$ cat src/rtl/regmap_crc_pkg.sv
package regmap_crc_pkg;

    localparam int NUM_SEC = 3;
    localparam int SEC_IW  = 2;
    localparam int CRC_W   = 16;

    localparam logic [CRC_W-1:0] CRC_SEED   = 16'hFFFF;
    localparam logic [CRC_W-1:0] POLY_CCITT = 16'h1021;
    localparam logic [CRC_W-1:0] POLY_ANSI  = 16'h8005;

    typedef enum logic [1:0] {
        SCAN_IDLE,
        SCAN_FETCH,
        SCAN_SHIFT,
        SCAN_CHECK
    } scan_state_t;

    typedef logic [SEC_IW-1:0] sec_idx_t;

endpackage

$ cat src/rtl/regmap_crc_step.sv
// One serial CRC step, MSB first, no reflection.
module regmap_crc_step
    import regmap_crc_pkg::*;
#(
    parameter int            W       = CRC_W,
    parameter logic [W-1:0]  POLY_LO = POLY_CCITT,
    parameter logic [W-1:0]  POLY_HI = POLY_ANSI
) (
    input  logic [W-1:0] crc_in,
    input  logic         bit_in,
    input  logic         poly_sel,
    output logic [W-1:0] crc_out
);

    logic [W-1:0] poly;
    logic         feedback;

    always_comb begin
        poly     = poly_sel ? POLY_HI : POLY_LO;
        feedback = crc_in[W-1] ^ bit_in;
        crc_out  = {crc_in[W-2:0], 1'b0} ^ (feedback ? poly : '0);
    end

endmodule

$ cat src/rtl/regmap_rr_pick.sv
// Round-robin pick of the first requesting index at or after 'start'.
module regmap_rr_pick #(
    parameter int N  = 3,
    parameter int IW = $clog2(N)
) (
    input  logic [N-1:0]  req,
    input  logic [IW-1:0] start,
    output logic          found,
    output logic [IW-1:0] grant
);

    always_comb begin
        found = 1'b0;
        grant = start;
        // walk backwards so that the nearest candidate is written last
        for (int k = N - 1; k >= 0; k--) begin
            int idx;
            idx = (int'(start) + k) % N;
            if (req[idx]) begin
                found = 1'b1;
                grant = IW'(idx);
            end
        end
    end

endmodule

$ cat src/rtl/regmap_fault_bank.sv
// Sticky active-low flags: set wins over clear.
module regmap_fault_bank #(
    parameter int N = 3
) (
    input  logic         clk,
    input  logic         rst,
    input  logic [N-1:0] set_mask,
    input  logic [N-1:0] clr_mask,
    output logic [N-1:0] flags_n
);

    for (genvar g = 0; g < N; g++) begin : g_flag
        always_ff @(posedge clk) begin
            if (rst) begin
                flags_n[g] <= 1'b1;
            end else if (set_mask[g]) begin
                flags_n[g] <= 1'b0;
            end else if (clr_mask[g]) begin
                flags_n[g] <= 1'b1;
            end
        end
    end

endmodule

$ cat src/rtl/regmap_crc_monitor.sv
module regmap_crc_monitor
    import regmap_crc_pkg::*;
#(
    parameter int                DATA_W   = 16,
    parameter int                ADDR_W   = 8,
    parameter logic [ADDR_W-1:0] S1_FIRST = 8'h40,
    parameter logic [ADDR_W-1:0] S1_LAST  = 8'h59,
    parameter logic [ADDR_W-1:0] S2_FIRST = 8'h80,
    parameter logic [ADDR_W-1:0] S2_LAST  = 8'hA3,
    parameter logic [ADDR_W-1:0] S3_FIRST = 8'hC0,
    parameter logic [ADDR_W-1:0] S3_LAST  = 8'hE3
) (
    input  logic                 clk,
    input  logic                 rst,
    output logic                 rd_en,
    output logic [ADDR_W-1:0]    rd_addr,
    input  logic [DATA_W-1:0]    rd_data,
    input  logic [NUM_SEC-1:0]   sec_en,
    input  logic [CRC_W-1:0]     ref_s1,
    input  logic [CRC_W-1:0]     ref_s2,
    input  logic [CRC_W-1:0]     ref_s3,
    input  logic                 poly_sel,
    input  logic [NUM_SEC-1:0]   flag_clr,
    output logic [NUM_SEC-1:0]   fault_n
);

    localparam int               BIT_W   = $clog2(DATA_W);
    localparam logic [BIT_W-1:0] BIT_TOP = BIT_W'(DATA_W - 1);

    function automatic logic [ADDR_W-1:0] first_of(sec_idx_t s);
        case (s)
            2'd0:    return S1_FIRST;
            2'd1:    return S2_FIRST;
            default: return S3_FIRST;
        endcase
    endfunction

    function automatic logic [ADDR_W-1:0] last_of(sec_idx_t s);
        case (s)
            2'd0:    return S1_LAST;
            2'd1:    return S2_LAST;
            default: return S3_LAST;
        endcase
    endfunction

    function automatic sec_idx_t after(sec_idx_t s);
        return (s == sec_idx_t'(NUM_SEC - 1)) ? '0 : s + sec_idx_t'(1);
    endfunction

    scan_state_t        state_q, state_d;
    sec_idx_t           cur_q, ptr_q, pick;
    logic               pick_ok;
    logic [ADDR_W-1:0]  addr_q;
    logic [BIT_W-1:0]   bitcnt_q;
    logic [DATA_W-1:0]  sreg_q, word_now;
    logic [CRC_W-1:0]   crc_q, crc_next, ref_cur;
    logic               cur_en, bit_now, word_end, last_word, mismatch;
    logic [NUM_SEC-1:0] set_mask;

    regmap_rr_pick #(.N(NUM_SEC), .IW(SEC_IW)) u_pick (
        .req   (sec_en),
        .start (ptr_q),
        .found (pick_ok),
        .grant (pick)
    );

    regmap_crc_step #(.W(CRC_W), .POLY_LO(POLY_CCITT), .POLY_HI(POLY_ANSI)) u_step (
        .crc_in   (crc_q),
        .bit_in   (bit_now),
        .poly_sel (poly_sel),
        .crc_out  (crc_next)
    );

    regmap_fault_bank #(.N(NUM_SEC)) u_flags (
        .clk      (clk),
        .rst      (rst),
        .set_mask (set_mask),
        .clr_mask (flag_clr),
        .flags_n  (fault_n)
    );

    // datapath decode
    always_comb begin
        cur_en    = sec_en[cur_q];
        word_now  = (bitcnt_q == BIT_TOP) ? rd_data : sreg_q;
        bit_now   = word_now[DATA_W-1];
        word_end  = (bitcnt_q == '0);
        last_word = (addr_q == last_of(cur_q));
        case (cur_q)
            2'd0:    ref_cur = ref_s1;
            2'd1:    ref_cur = ref_s2;
            default: ref_cur = ref_s3;
        endcase
        mismatch = (state_q == SCAN_CHECK) && cur_en && (crc_q != ref_cur);
        set_mask = '0;
        if (mismatch) begin
            set_mask[cur_q] = 1'b1;
        end
    end

    // next-state logic
    always_comb begin
        state_d = state_q;
        unique case (state_q)
            SCAN_IDLE: begin
                if (pick_ok) state_d = SCAN_FETCH;
            end
            SCAN_FETCH: begin
                state_d = cur_en ? SCAN_SHIFT : SCAN_IDLE;
            end
            SCAN_SHIFT: begin
                if (!cur_en)                    state_d = SCAN_IDLE;
                else if (word_end && last_word) state_d = SCAN_CHECK;
            end
            SCAN_CHECK: begin
                state_d = SCAN_IDLE;
            end
        endcase
    end

    // state register
    always_ff @(posedge clk) begin
        if (rst) state_q <= SCAN_IDLE;
        else     state_q <= state_d;
    end

    // scan position and CRC register
    always_ff @(posedge clk) begin
        if (rst) begin
            cur_q    <= '0;
            ptr_q    <= '0;
            addr_q   <= S1_FIRST;
            bitcnt_q <= BIT_TOP;
            sreg_q   <= '0;
            crc_q    <= CRC_SEED;
        end else begin
            unique case (state_q)
                SCAN_IDLE: begin
                    if (pick_ok) begin
                        cur_q    <= pick;
                        addr_q   <= first_of(pick);
                        bitcnt_q <= BIT_TOP;
                        crc_q    <= CRC_SEED;
                    end
                end
                SCAN_FETCH: begin
                    if (!cur_en) ptr_q <= after(cur_q);
                end
                SCAN_SHIFT: begin
                    if (!cur_en) begin
                        ptr_q <= after(cur_q);
                    end else begin
                        crc_q  <= crc_next;
                        sreg_q <= {word_now[DATA_W-2:0], 1'b0};
                        if (word_end) begin
                            bitcnt_q <= BIT_TOP;
                            if (!last_word) addr_q <= addr_q + ADDR_W'(1);
                        end else begin
                            bitcnt_q <= bitcnt_q - BIT_W'(1);
                        end
                    end
                end
                SCAN_CHECK: begin
                    ptr_q <= after(cur_q);
                end
            endcase
        end
    end

    // outputs: read port
    always_comb begin
        rd_en   = (state_q == SCAN_FETCH) ||
                  ((state_q == SCAN_SHIFT) && word_end && !last_word);
        rd_addr = (state_q == SCAN_SHIFT) ? addr_q + ADDR_W'(1) : addr_q;
    end

endmodule

$ cat config.mk
export PLATFORM = sky130hd
export DESIGN_NAME = regmap_crc_monitor
export DESIGN_NICKNAME = d
export VERILOG_FILES = /design/src/rtl/regmap_crc_pkg.sv /design/src/rtl/regmap_crc_step.sv /design/src/rtl/regmap_rr_pick.sv /design/src/rtl/regmap_fault_bank.sv /design/src/rtl/regmap_crc_monitor.sv
export SDC_FILE = /design/constraint.sdc
export NUM_CORES = 1
export LEC_CHECK = 0
export ABC_CLOCK_PERIOD_IN_PS = 2300
export BUFFER_PORTS_ARGS = -buffer_cell sky130_fd_sc_hd__buf_4
export CAP_MARGIN = 10
export CORE_MARGIN = 4
export CORE_UTILIZATION = 49
export DETAILED_ROUTE_END_ITERATION = 12
export PLACE_DENSITY = 0.73
export SKIP_LAST_GASP = 1
export SYNTH_ARGS = -nofsm -noshare
export SYNTH_HDL_FRONTEND = slang
export SYNTH_SLANG_ARGS = --single-unit
$ cat constraint.sdc
create_clock -name clk -period 2.3 [get_ports clk]
set_input_delay 0.345 -clock clk [delete_from_list [all_inputs] [get_ports clk]]
set_output_delay 0.345 -clock clk [all_outputs]
set_load 0.05 [all_outputs]
==> results of run 1 <==
==> worst paths after layout <==
path	endpoint	start	slack, ns
worst min register to register	sreg_q[1]$_SDFFE_PP0P_	sreg_q[1]$_SDFFE_PP0P_	0.47
worst min-delay path	u_flags.flags_n[2]$_SDFFE_PP1P_	flag_clr[2]	0.30
worst max-delay path	rd_en	cur_q[0]$_SDFFE_PP0P_	-0.06
worst max register to register	bitcnt_q[3]$_SDFFE_PP1P_	ptr_q[0]$_SDFFE_PP0P_	0.08
==> per-layer routing <==
metal | global-route usage | part of all wire | wire (um)
met5 | 0 | 0 | 0
met4 | 0.0477 | 0.0083 | 75
met3 | 0.0489 | 0.070 | 638
met2 | 0.343 | 0.47 | 4260
met1 | 0.281 | 0.45 | 4100
==> power by group <==
group / internal, mW / leakage (nW) / switching (mW)
Sequential: 0.950 / 0.424 / 0.0490
Clock: 0.313 / 0.0501 / 0.293
Combinational: 0.593 / 1.24 / 0.703
==> cells in the mapped netlist, types with 11 or more instances <==
master / count
xor2_1: 19
mux2i_1: 38
ha_1: 11
nor2_1: 32
o22ai_1: 12
a211oi_1: 15
nand2_1: 31
a21oi_1: 16
o21ai_0: 24
dfxtp_1: 52
clkbuf_1: 16
nand2b_1: 18
inv_1: 15
==> layout make-up <==
cell class	instances	area (um^2)	share of cell area
Clock buffer	5	68.8	0.0154
Clock inverter	1	30.0	0.00672
Sequential cell	52	1050	0.235
Inverter	17	65.1	0.0145
Timing Repair Buffer	121	912	0.204
Tap cell	80	100	0.0224
Multi-Input combinational cell	316	2240	0.502
==> state kept, by name, summed over array words and instances (netlist names) <==
register         flops
crc_q               16
sreg_q              15
addr_q               8
bitcnt_q             4
u_flags.flags_n      3
cur_q                2
ptr_q                2
state_q              2
==> worst max-delay path: stages, from the launching register on <==
cell and delay (ns):
dfxtp_2 0.36, o211ai_1 0.12, or4_1 0.43, a2111o_1 0.43, nand2_2 0.11, o21bai_1 0.07, buf_4 0.19
==> cell usage in the layout, fill, tap and decap left out, types with 15 or more instances in the layout <==
| master | synthesis | layout |
|---|---|---|
| o21ai_0 | 24 | 23 |
| nor2_1 | 32 | 31 |
| mux2i_1 | 38 | 38 |
| a211oi_1 | 15 | 15 |
| buf_4 | 6 | 120 |
| nand2_1 | 31 | 31 |
| xor2_1 | 19 | 19 |
| a21oi_1 | 16 | 15 |
| dfxtp_1 | 52 | 47 |
| nand2b_1 | 18 | 18 |
==> cells by family after synthesis <==
group           share of synthesized area
simple gates                        0.189
compound gates                      0.213
flops                               0.307
buf+inv                            0.0641
mux                                 0.112
xor+xnor                           0.0748
fa+ha+maj                          0.0405
==> metrics by stage <==
step	instances	utilization	TNS [ns]	setup slack, ns	area, um^2
2_1_floorplan	416	-	-0.00811	-0.00811	3420
3_3_place_gp	578	0.624	-3.10	-0.264	4220
3_5_place_dp	578	0.624	-4.16	-0.315	4220
4_1_cts	589	0.650	-0.129	-0.0566	4390
5_1_grt	592	0.662	-0.179	-0.114	4470
6_report	592	0.662	-0.0626	-0.0626	4470
==> timing repair <==
action | in CTS | in global routing
resized for setup | 10 | 11
pin swaps | 1 | 4
cloned | 0 | 1
endpoints found under the setup margin | 31 | 31
setup buffers | 5 | 2
==> metrics.csv, run 1 <==
stage,metric,value,unit
outcome,status,"finished, violations left",
outcome,failing checks,setup timing,
floorplanning,Initial Util,0.503,
synthesis,number of synthesized flops with an enable pin,0,
route,Routed WL per cell,15.3,um
clock_tree,hold_buf cts,0,
critical_path,WP data arrival,2.02,ns
placement,input/output buffers,84,
pwr,total chip power,2.90,mW
floorplanning,IO Count,85,
synthesis,post-synth top area share,0.307,
synthesis,Mapped Avg Cell Area,8.16,um^2
route,1st-iter DRT viols,290,
final_layout,Nets,597,
timing,RSZ-0062 raised after global routing,yes,
clock_tree,CTS tree,yes,
clock_tree,worst-case clock buffer depth,2,
floorplanning,# rows,30,
route,ANT nets after route,0,
critical_path,crit-path max FO,4,
timing,final number of hold-violating endpoints,0,
timing,FMAX,423,MHz
synthesis,Synth cell types,59,
synthesis,Syn Inst Count,416,
critical_path,r2r worst-path depth,9,
synthesis,Synth Net Count,500,
route,Detailed Route WL,9.08,mm
placement,final HPWL from detailed placement,6.50,mm
final_layout,filler instances,573,
critical_path,CP Data Required Time,1.96,ns
synthesis,"FF+latch count, synth",52,
clock_tree,CTS Sinks,52,
clock_tree,clock root cell,clkbuf_8,
floorplanning,die area,8330,um^2
route,DRC Markers,0,
hold_path,Hold Crit Class,primary input to flop,
critical_path,Startpoint Class,flop,
synthesis,Synth area leaders,"dfxtp_1 (31%), mux2i_1 (11%), xor2_1 (4.9%)",
critical_path,Critical Path Sink Type,output port,
route,drt first pass iters,6,
global_routing,total global routing overflow,0,
critical_path,kind of critical path,flop to output port,
timing,worst relative slew slack,0.556,
timing,minimum clock period,2.36,ns
timing,# setup viols final,1,
synthesis,post-synthesis sequential area ratio,0.307,
synthesis,most common flop cell mapped by yosys,dfxtp_1,
clock_tree,clock transition at the registers of the reported paths,0.09,ns
floorplanning,Core ar.,6760,um^2
pwr,PD cells,649,nW/um^2
route,vias per cell,5.67,
global_routing,pin count of the biggest net entering global routing,57,
timing,Hold Slack,0.305,ns
job,Max-Cap Viols,0,
timing,Worst Skew,0.00577,ns
timing,fin worst setup slack,-0.0626,ns
global_routing,initial antenna violation count,0,
final_layout,layout cells sized above 1,0.295,
clock_tree,CTS Buf Count,5,
route,routed via count,3354,
pwr,peak supply drop,410,uV
global_routing,number of global-route vias before repair,3092,
clock_tree,H-tree level count,2,
synthesis,Ys Warns,0,
synthesis,ys async rst share,0,
final_layout,# diodes,0,
placement,GPL Wtd Cong,0.889,
clock_tree,latest clock arrival within the worst-skew pair,0.30,ns
floorplanning,Die Y,91.2,um
final_layout,area grow syn2layout,31.7,%
timing,"Slew Viols, Final",0,
hold_path,Hold Crit Depth,3,
global_routing,GRT Total Usage,0.210,
timing,Tightest Pin Transition,0.663,ns
floorplanning,DIE WIDTH,91.2,um
synthesis,Syn Std Cell Area,3400,um^2
timing,crit share post-route,1.03,
pwr,P_leak,1.72,nW
global_routing,global-route wire length before repair,14.6,mm
synthesis,"area leader, netlist",dfxtp_1,
Power figures use the tool's default switching activity.
==> run 2: changes to the inputs <==
CORE_MARGIN = 3   (was 4)
SYNTH_HIERARCHICAL = 1   (was unset)
==> run 2 against run 1 <==
The run now ends clean. Sequential share of layout area down 0.059 points. Sequential power down 5.3%. Worst hold slack worse by 0.058 ns. Core utilization down 0.66 points. Routed wire length down 4.3%. Total power down 18%. Clock power up 9.7%. Maximum frequency up 4.2%. First-iteration DRC count down 17%. Critical endpoint unchanged. Largest cell class unchanged.
==> metrics.csv, run 2 <==
stage,metric,value,unit,change
global_routing,global-route wire length before repair,14.4,mm,-1.6%
final_layout,Nets,600,,+0.50%
placement,final HPWL from detailed placement,6.49,mm,-0.12%
final_layout,area occupied by multi-input gates,2310,um^2,+2.8%
critical_path,top cell family by delay on the critical path,compound AO/OA/AOI/OAI gates,,
synthesis,most common flop cell mapped by yosys,dfxtp_1,,
synthesis,Post-Synth Simple-Gate Area,0.212,,+0.0232
critical_path,CP max stage cell,a2111oi_4,,
clock_tree,clock transition at the registers of the reported paths,0.09,ns,about the same
pwr,Switch Pwr,0.741,mW,-29%
job,Max-Cap Viols,0,,unchanged
global_routing,total global routing overflow,0,,unchanged
synthesis,post-synth top area share,0.294,,-0.0123
pwr,sw frac,0.312,,-0.0488
pwr,P_leak,1.71,nW,-0.60%
pwr,peak supply drop,324,uV,-21%
route,1st-iter DRT viols,240,,-17%
critical_path,WP data arrival,1.92,ns,-0.10 ns
final_layout,largest register by flop count,crc_q,,
critical_path,Critical Path Sink Type,output port,,
route,routed via count,3303,,-1.5%
timing,crit share post-route,0.986,,-0.0412
synthesis,xor and xnor area share after synthesis,0.0715,,-0.00334
critical_path,worst-path cell chain,and2b_2 > xnor2_2 > a2111oi_4 > nor2_2 > a21o_1 > buf_6,,
critical_path,kind of critical path,flop to output port,,
synthesis,most frequent cell after synthesis,dfxtp_1,,
final_layout,"most common cell after layout, fill and taps aside",buf_4,,
global_routing,number of global-route vias before repair,3039,,-1.7%
placement,GPL Wtd Cong,0.894,,+0.56%
route,vias per cell,5.39,,-4.9%
critical_path,Worst Path Buf+Inv,1,,unchanged
synthesis,Synth area leaders,"dfxtp_1 (29%), mux2i_1 (9.6%), nor2_1 (5.2%)",,
critical_path,CP Data Required Time,1.96,ns,about the same
synthesis,Syn Std Cell Area,3540,um^2,+4.2%
global_routing,initial antenna violation count,0,,unchanged
global_routing,GRT Total Usage,0.206,,-0.00345
clock_tree,clock root cell,clkbuf_8,,
timing,Hold Slack,0.247,ns,-0.0576 ns
synthesis,post-synthesis mux area share,0.103,,-0.00943
final_layout,max reg flops,16,,unchanged
clock_tree,H-tree level count,2,,unchanged
synthesis,post-synthesis sequential area ratio,0.294,,-0.0123
final_layout,filler instances,603,,+5.2%
floorplanning,DIE WIDTH,91.0,um,-0.31%
synthesis,Synth Net Count,524,,+4.8%
hold_path,Hold Crit Class,primary input to flop,,
synthesis,number of synthesized flops with an enable pin,0,,unchanged
timing,Worst Skew,0.00510,ns,-0.000669 ns
global_routing,pin count of the biggest net entering global routing,37,,-35%
final_layout,fin area,4530,um^2,+1.2%
floorplanning,die area,8270,um^2,-0.62%
timing,worst relative slew slack,0.501,,-0.0543
final_layout,layout cells sized above 1,0.304,,+0.00875
final_layout,area occupied by registers,1060,um^2,+0.95%
floorplanning,IO Count,85,,unchanged
placement,input/output buffers,84,,unchanged
synthesis,ys async rst share,0,,unchanged
synthesis,"area leader, netlist",dfxtp_1,,
pwr,Internal Power,1.64,mW,-12%
timing,RSZ-0062 raised after global routing,yes,,
route,Routed WL per cell,14.2,um,-7.6%
route,Detailed Route WL,8.69,mm,-4.3%
pwr,combinational power share,0.323,,-0.124
pwr,sequential power share,0.398,,+0.054
route,DRC Markers,0,,unchanged
timing,final number of hold-violating endpoints,0,,unchanged
final_layout,most frequent cells in the layout,"buf_4 (101), nor2_1 (46), dfxtp_1 (45)",,
timing,Tightest Pin Transition,0.747,ns,+0.0846 ns
critical_path,Startpoint Class,flop,,
timing,# setup viols final,0,,-1
synthesis,Ys Warns,6,,+6
clock_tree,CTS tree,yes,,
clock_tree,latest clock arrival within the worst-skew pair,0.30,ns,about the same
outcome,status,"complete, no violations",,
floorplanning,Initial Util,0.512,,+0.00955
synthesis,Mapped Avg Cell Area,8.04,um^2,-1.5%
clock_tree,hold_buf cts,0,,unchanged
pwr,clock share of power,0.280,,+0.071
synthesis,"FF+latch count, synth",52,,unchanged
critical_path,crit-path max FO,4,,unchanged
floorplanning,Core ar.,6910,um^2,+2.2%
synthesis,main combinational cell family by area after synthesis,simple AND/OR/NAND/NOR gates,,
synthesis,most frequent cells after synthesis,"dfxtp_1 (52), nor2_1 (49), nand2_1 (36)",,
synthesis,Synth cell types,61,,+3.4%
final_layout,utilization after layout,0.655,,-0.00660
timing,"Slew Viols, Final",0,,unchanged
route,ANT nets after route,0,,unchanged
floorplanning,# rows,30,,unchanged
route,drt first pass iters,5,,-1
clock_tree,CTS Sinks,52,,unchanged
placement,"Cell Area, Placed",4270,um^2,+1.3%
clock_tree,worst-case clock buffer depth,2,,unchanged
synthesis,post-synthesis compound-gate area fraction,0.203,,-0.00957
critical_path,max incr delay on CP,0.40,ns,-0.03 ns
final_layout,# diodes,0,,unchanged
timing,FMAX,441,MHz,+4.2%
final_layout,area grow syn2layout,27.9,%,
floorplanning,Die Y,91.0,um,-0.31%
pwr,PD cells,526,nW/um^2,-19%
clock_tree,CTS Buf Count,5,,unchanged
synthesis,Adder-Cell Fraction of Synth Area,0.0389,,-0.00162
timing,minimum clock period,2.27,ns,-0.0947 ns
synthesis,Syn Inst Count,440,,+5.8%
final_layout,Regs by FF count,"crc_q x16, sreg_q x15, addr_q x8",,
run 2: cell type report:
| cell class | instances | share of cell area |
|---|---|---|
| clock buffer | 6 | 0.0182 |
| clock inverter | 2 | 0.00857 |
| inverter | 17 | 0.0141 |
| multi-input combinational | 333 | 0.510 |
| sequential | 52 | 0.235 |
| tap | 96 | 0.0265 |
| timing repair buffer | 107 | 0.188 |
run 2: cell families (layout without fill, tap and decap cells):
family / count (synthesis) / after routing
and+or+nand+nor: 154 / 154
AOI/OAI and AO/OA: 104 / 104
buffers and inverters: 55 / 132
DFF: 52 / 52
muxes: 36 / 36
xor gates and xnor gates: 28 / 28
adders and majority gates: 11 / 11
run 2: final timing paths:
check	start	to	slack, ns	cells past startpoint
hold / removal	rst	cur_q[0]$_SDFFE_PP0P_	0.25	2
setup / recovery	cur_q[1]$_SDFFE_PP0P_	rd_en	0.03	6
setup reg to reg	ptr_q[0]$_SDFFE_PP0P_	addr_q[4]$_SDFFE_PP0P_	0.08	11
hold reg to reg	sreg_q[1]$_SDFFE_PP0P_	sreg_q[1]$_SDFFE_PP0P_	0.46	2
run 2: repair_timing:
item / CTS / global route
pin swaps: 0 / 10
resized for setup: 6 / 25
setup endpoints to repair: 5 / 30
gates cloned: 0 / 0
buffers inserted: 0 / 6
run 2: power groups by stage:
stage	registers, mW	clock network [mW]	logic [mW]
2_1_floorplan	0.963	0	0.469
3_3_place_gp	0.969	0	0.712
3_5_place_dp	0.970	0	0.725
4_1_cts	0.950	0.681	0.729
5_1_grt	0.950	0.715	0.836
6_report	0.946	0.665	0.768
run 2: per-layer routing:
layer / vias to the layer above / GRT usage / routed length, um / share of wire
met5: - / 0 / 0 / 0
met4: 0 / 0.0415 / 48 / 0.0055
met3: 4 / 0.0414 / 495 / 0.057
met2: 88 / 0.335 / 4150 / 0.48
met1: 1506 / 0.285 / 3990 / 0.46
li1: 1705 / - / - / -
run 2: per-stage QoR:
| stage | cells | TNS [ns] | power (mW) | worst slack, ns |
|---|---|---|---|---|
| after global routing | 613 | -0.0770 | 2.50 | -0.0420 |
| final | 613 | 0 | 2.38 | 0.0321 |
| after floorplan | 440 | -0.00369 | 1.43 | -0.00369 |
| after CTS | 607 | -0.0523 | 2.36 | -0.0523 |
| after detailed placement | 599 | -0.0291 | 1.70 | -0.0257 |
| after global placement | 599 | 0 | 1.68 | 0.0613 |
==> run 3: changes to the inputs <==
ABC_CLOCK_PERIOD_IN_PS = 2500   (was 2300)
CORE_UTILIZATION = 54   (was 49)
PLACE_DENSITY = 0.76   (was 0.73)
clock period = 2.5 ns   (was 2.3 ns; I/O delays follow)
==> run 3 against run 2 <==
Core utilization up 5.9 points. Combinational power fell by 11%. Cell count is 4.7% lower. Non-clock buffer count down 7. Worst hold slack better by 0.067 ns. First-iteration DRC count shrank 5.8%. Routed wire length is 3.6% higher. Clock power grew 1%. Critical path type unchanged. Count of clock-buffer cells in the layout decreased by 1. Critical endpoint unchanged.
==> metrics.csv, run 3 (same netlist as run 2, synthesis figures left out) <==
stage,metric,value,unit,change
final_layout,utilization after layout,0.714,,+0.0588
timing,FMAX,410,MHz,
global_routing,GRT Total Usage,0.239,,+0.0321
final_layout,most frequent cells in the layout,"buf_4 (98), nor2_1 (48), dfxtp_1 (47)",,
route,Routed WL per cell,15.4,um,+8.7%
job,Max-Cap Viols,0,,unchanged
final_layout,layout cells sized above 1,0.267,,-0.0365
critical_path,Worst Path Buf+Inv,1,,unchanged
placement,GPL Wtd Cong,0.886,,-0.88%
clock_tree,latest clock arrival within the worst-skew pair,0.31,ns,about the same
route,ANT nets after route,0,,unchanged
final_layout,filler instances,493,,-18%
timing,minimum clock period,2.44,ns,
final_layout,area grow syn2layout,23.8,%,
global_routing,number of global-route vias before repair,3255,,+7.1%
pwr,PD cells,510,nW/um^2,-3.1%
final_layout,max reg flops,16,,unchanged
route,Detailed Route WL,9.00,mm,+3.6%
floorplanning,Initial Util,0.577,,+0.0648
critical_path,CP Data Required Time,2.12,ns,+0.16 ns
critical_path,CP dominant cell by count,nor2_1,,
timing,# setup viols final,0,,unchanged
timing,worst relative slew slack,0.542,,+0.0407
floorplanning,Core ar.,6130,um^2,-11%
final_layout,Regs by FF count,"crc_q x16, sreg_q x15, addr_q x8",,
clock_tree,CTS Buf Count,5,,unchanged
critical_path,WP data arrival,2.06,ns,+0.14 ns
floorplanning,IO Count,85,,unchanged
floorplanning,DIE WIDTH,86.9,um,-4.4%
clock_tree,postcts setup bufs,0,,unchanged
placement,Cells after DPL,577,,-3.7%
timing,final number of hold-violating endpoints,0,,unchanged
pwr,P_leak,1.66,nW,-2.6%
clock_tree,CTS tree,yes,,
placement,"Cell Area, Placed",4200,um^2,-1.7%
final_layout,"most common cell after layout, fill and taps aside",buf_4,,
critical_path,Startpoint Class,flop,,
clock_tree,worst-case clock buffer depth,2,,unchanged
floorplanning,Die Y,86.9,um,-4.4%
final_layout,Post-Layout Cell Count,584,,-4.7%
route,1st-iter DRT viols,226,,-5.8%
route,vias per cell,5.69,,+5.5%
timing,crit share post-route,0.975,,
floorplanning,die area,7560,um^2,-8.7%
clock_tree,H-tree level count,2,,unchanged
global_routing,global-route wire length before repair,14.8,mm,+2.8%
critical_path,worst-path cell chain,nor2_1 > nand4b_1 > a2111oi_4 > nor2_1 > a21o_1 > buf_4,,
critical_path,CP max stage cell,dfxtp_2,,
final_layout,fin area,4380,um^2,-3.3%
final_layout,Nets,593,,-1.2%
route,DRC Markers,0,,unchanged
timing,Tightest Pin Transition,0.686,ns,-0.0610 ns
critical_path,top cell family by delay on the critical path,compound AO/OA/AOI/OAI gates,,
timing,RSZ-0062 raised after global routing,yes,,
hold_path,Hold Crit Class,primary input to flop,,
clock_tree,clock root cell,clkbuf_8,,
placement,final HPWL from detailed placement,6.54,mm,+0.80%
route,drt first pass iters,5,,unchanged
global_routing,pin count of the biggest net entering global routing,33,,-11%
pwr,peak supply drop,337,uV,+4.1%
critical_path,kind of critical path,flop to output port,,
floorplanning,# rows,28,,-6.7%
critical_path,crit-path max FO,8,,+4
placement,input/output buffers,84,,unchanged
global_routing,total global routing overflow,0,,unchanged
timing,"Slew Viols, Final",0,,unchanged
timing,Worst Skew,0.0129,ns,+0.00779 ns
final_layout,# diodes,0,,unchanged
pwr,total chip power,2.23,mW,-6.2%
outcome,status,"complete, no violations",,
clock_tree,CTS Sinks,52,,unchanged
clock_tree,clock transition at the registers of the reported paths,0.10,ns,about the same
final_layout,largest register by flop count,crc_q,,
route,routed via count,3321,,+0.54%
global_routing,initial antenna violation count,0,,unchanged
critical_path,Critical Path Sink Type,output port,,
critical_path,max incr delay on CP,0.45,ns,+0.05 ns
## run 3: cell types whose count changed in the layout (fill, tap and decap cells not counted), sizes merged
cell	previous run	this run
clkinv	1	0
bufinv	1	2
clkbuf	6	5
buf	107	100
## run 3: tightest hold or removal path, stage by stage
cell and delay, ns:
buf_4 0.08, nor2_1 0.04, o21bai_1 0.10
## run 3: path summary, 6_finish.rpt
| path | from | to | slack (ns) | cells past startpoint |
|---|---|---|---|---|
| worst max-delay path | cur_q[0]$_SDFFE_PP0P_ | rd_en | 0.06 | 6 |
| worst min-delay path | flag_clr[1] | u_flags/flags_n[1]$_SDFFE_PP1P_ | 0.31 | 3 |
| worst min register to register | sreg_q[1]$_SDFFE_PP0P_ | sreg_q[1]$_SDFFE_PP0P_ | 0.47 | 2 |
| worst max register to register | ptr_q[0]$_SDFFE_PP0P_ | addr_q[4]$_SDFFE_PP0P_ | 0.13 | 10 |
## run 3: repair_timing
item / CTS / global route
setup endpoints to repair: 4 / 25
gates resized for setup: 4 / 11
hold buffers: 0 / 0
## run 3: cell type report
| class | instances | area, um^2 | share of cell area |
|---|---|---|---|
| inverter | 17 | 63.8 | 0.0146 |
| timing repair buffer | 100 | 776 | 0.177 |
| clock inverter | 2 | 60.1 | 0.0137 |
| clock buffer | 5 | 68.8 | 0.0157 |
| tap | 75 | 93.8 | 0.0214 |
| multi-input combinational | 333 | 2270 | 0.518 |
| sequential | 52 | 1050 | 0.240 |
## run 3: per-stage QoR
stage / worst slack (ns) / TNS (ns) / hold slack [ns]
detailed placement: -0.0160 / -0.0160 / 0.451
CTS: 0.0263 / 0 / 0.302
finish: 0.0624 / 0 / 0.314
floorplan: 0.00525 / 0 / 0.432
global placement: 0.121 / 0 / 0.442
global route: -0.0494 / -0.0979 / 0.320
## run 3: report_power, final
group / total [mW] / internal, mW / switching (mW)
Clock: 0.673 / 0.394 / 0.279
Sequential: 0.875 / 0.849 / 0.0254
Combinational: 0.683 / 0.311 / 0.373
## run 3: routing by layer
metal	vias up	share of wire	global-route usage
li1	1685	-	-
met1	1532	0.46	0.319
met2	92	0.47	0.391
met3	12	0.056	0.0473
met4	0	0.011	0.0680
met5	-	0	0
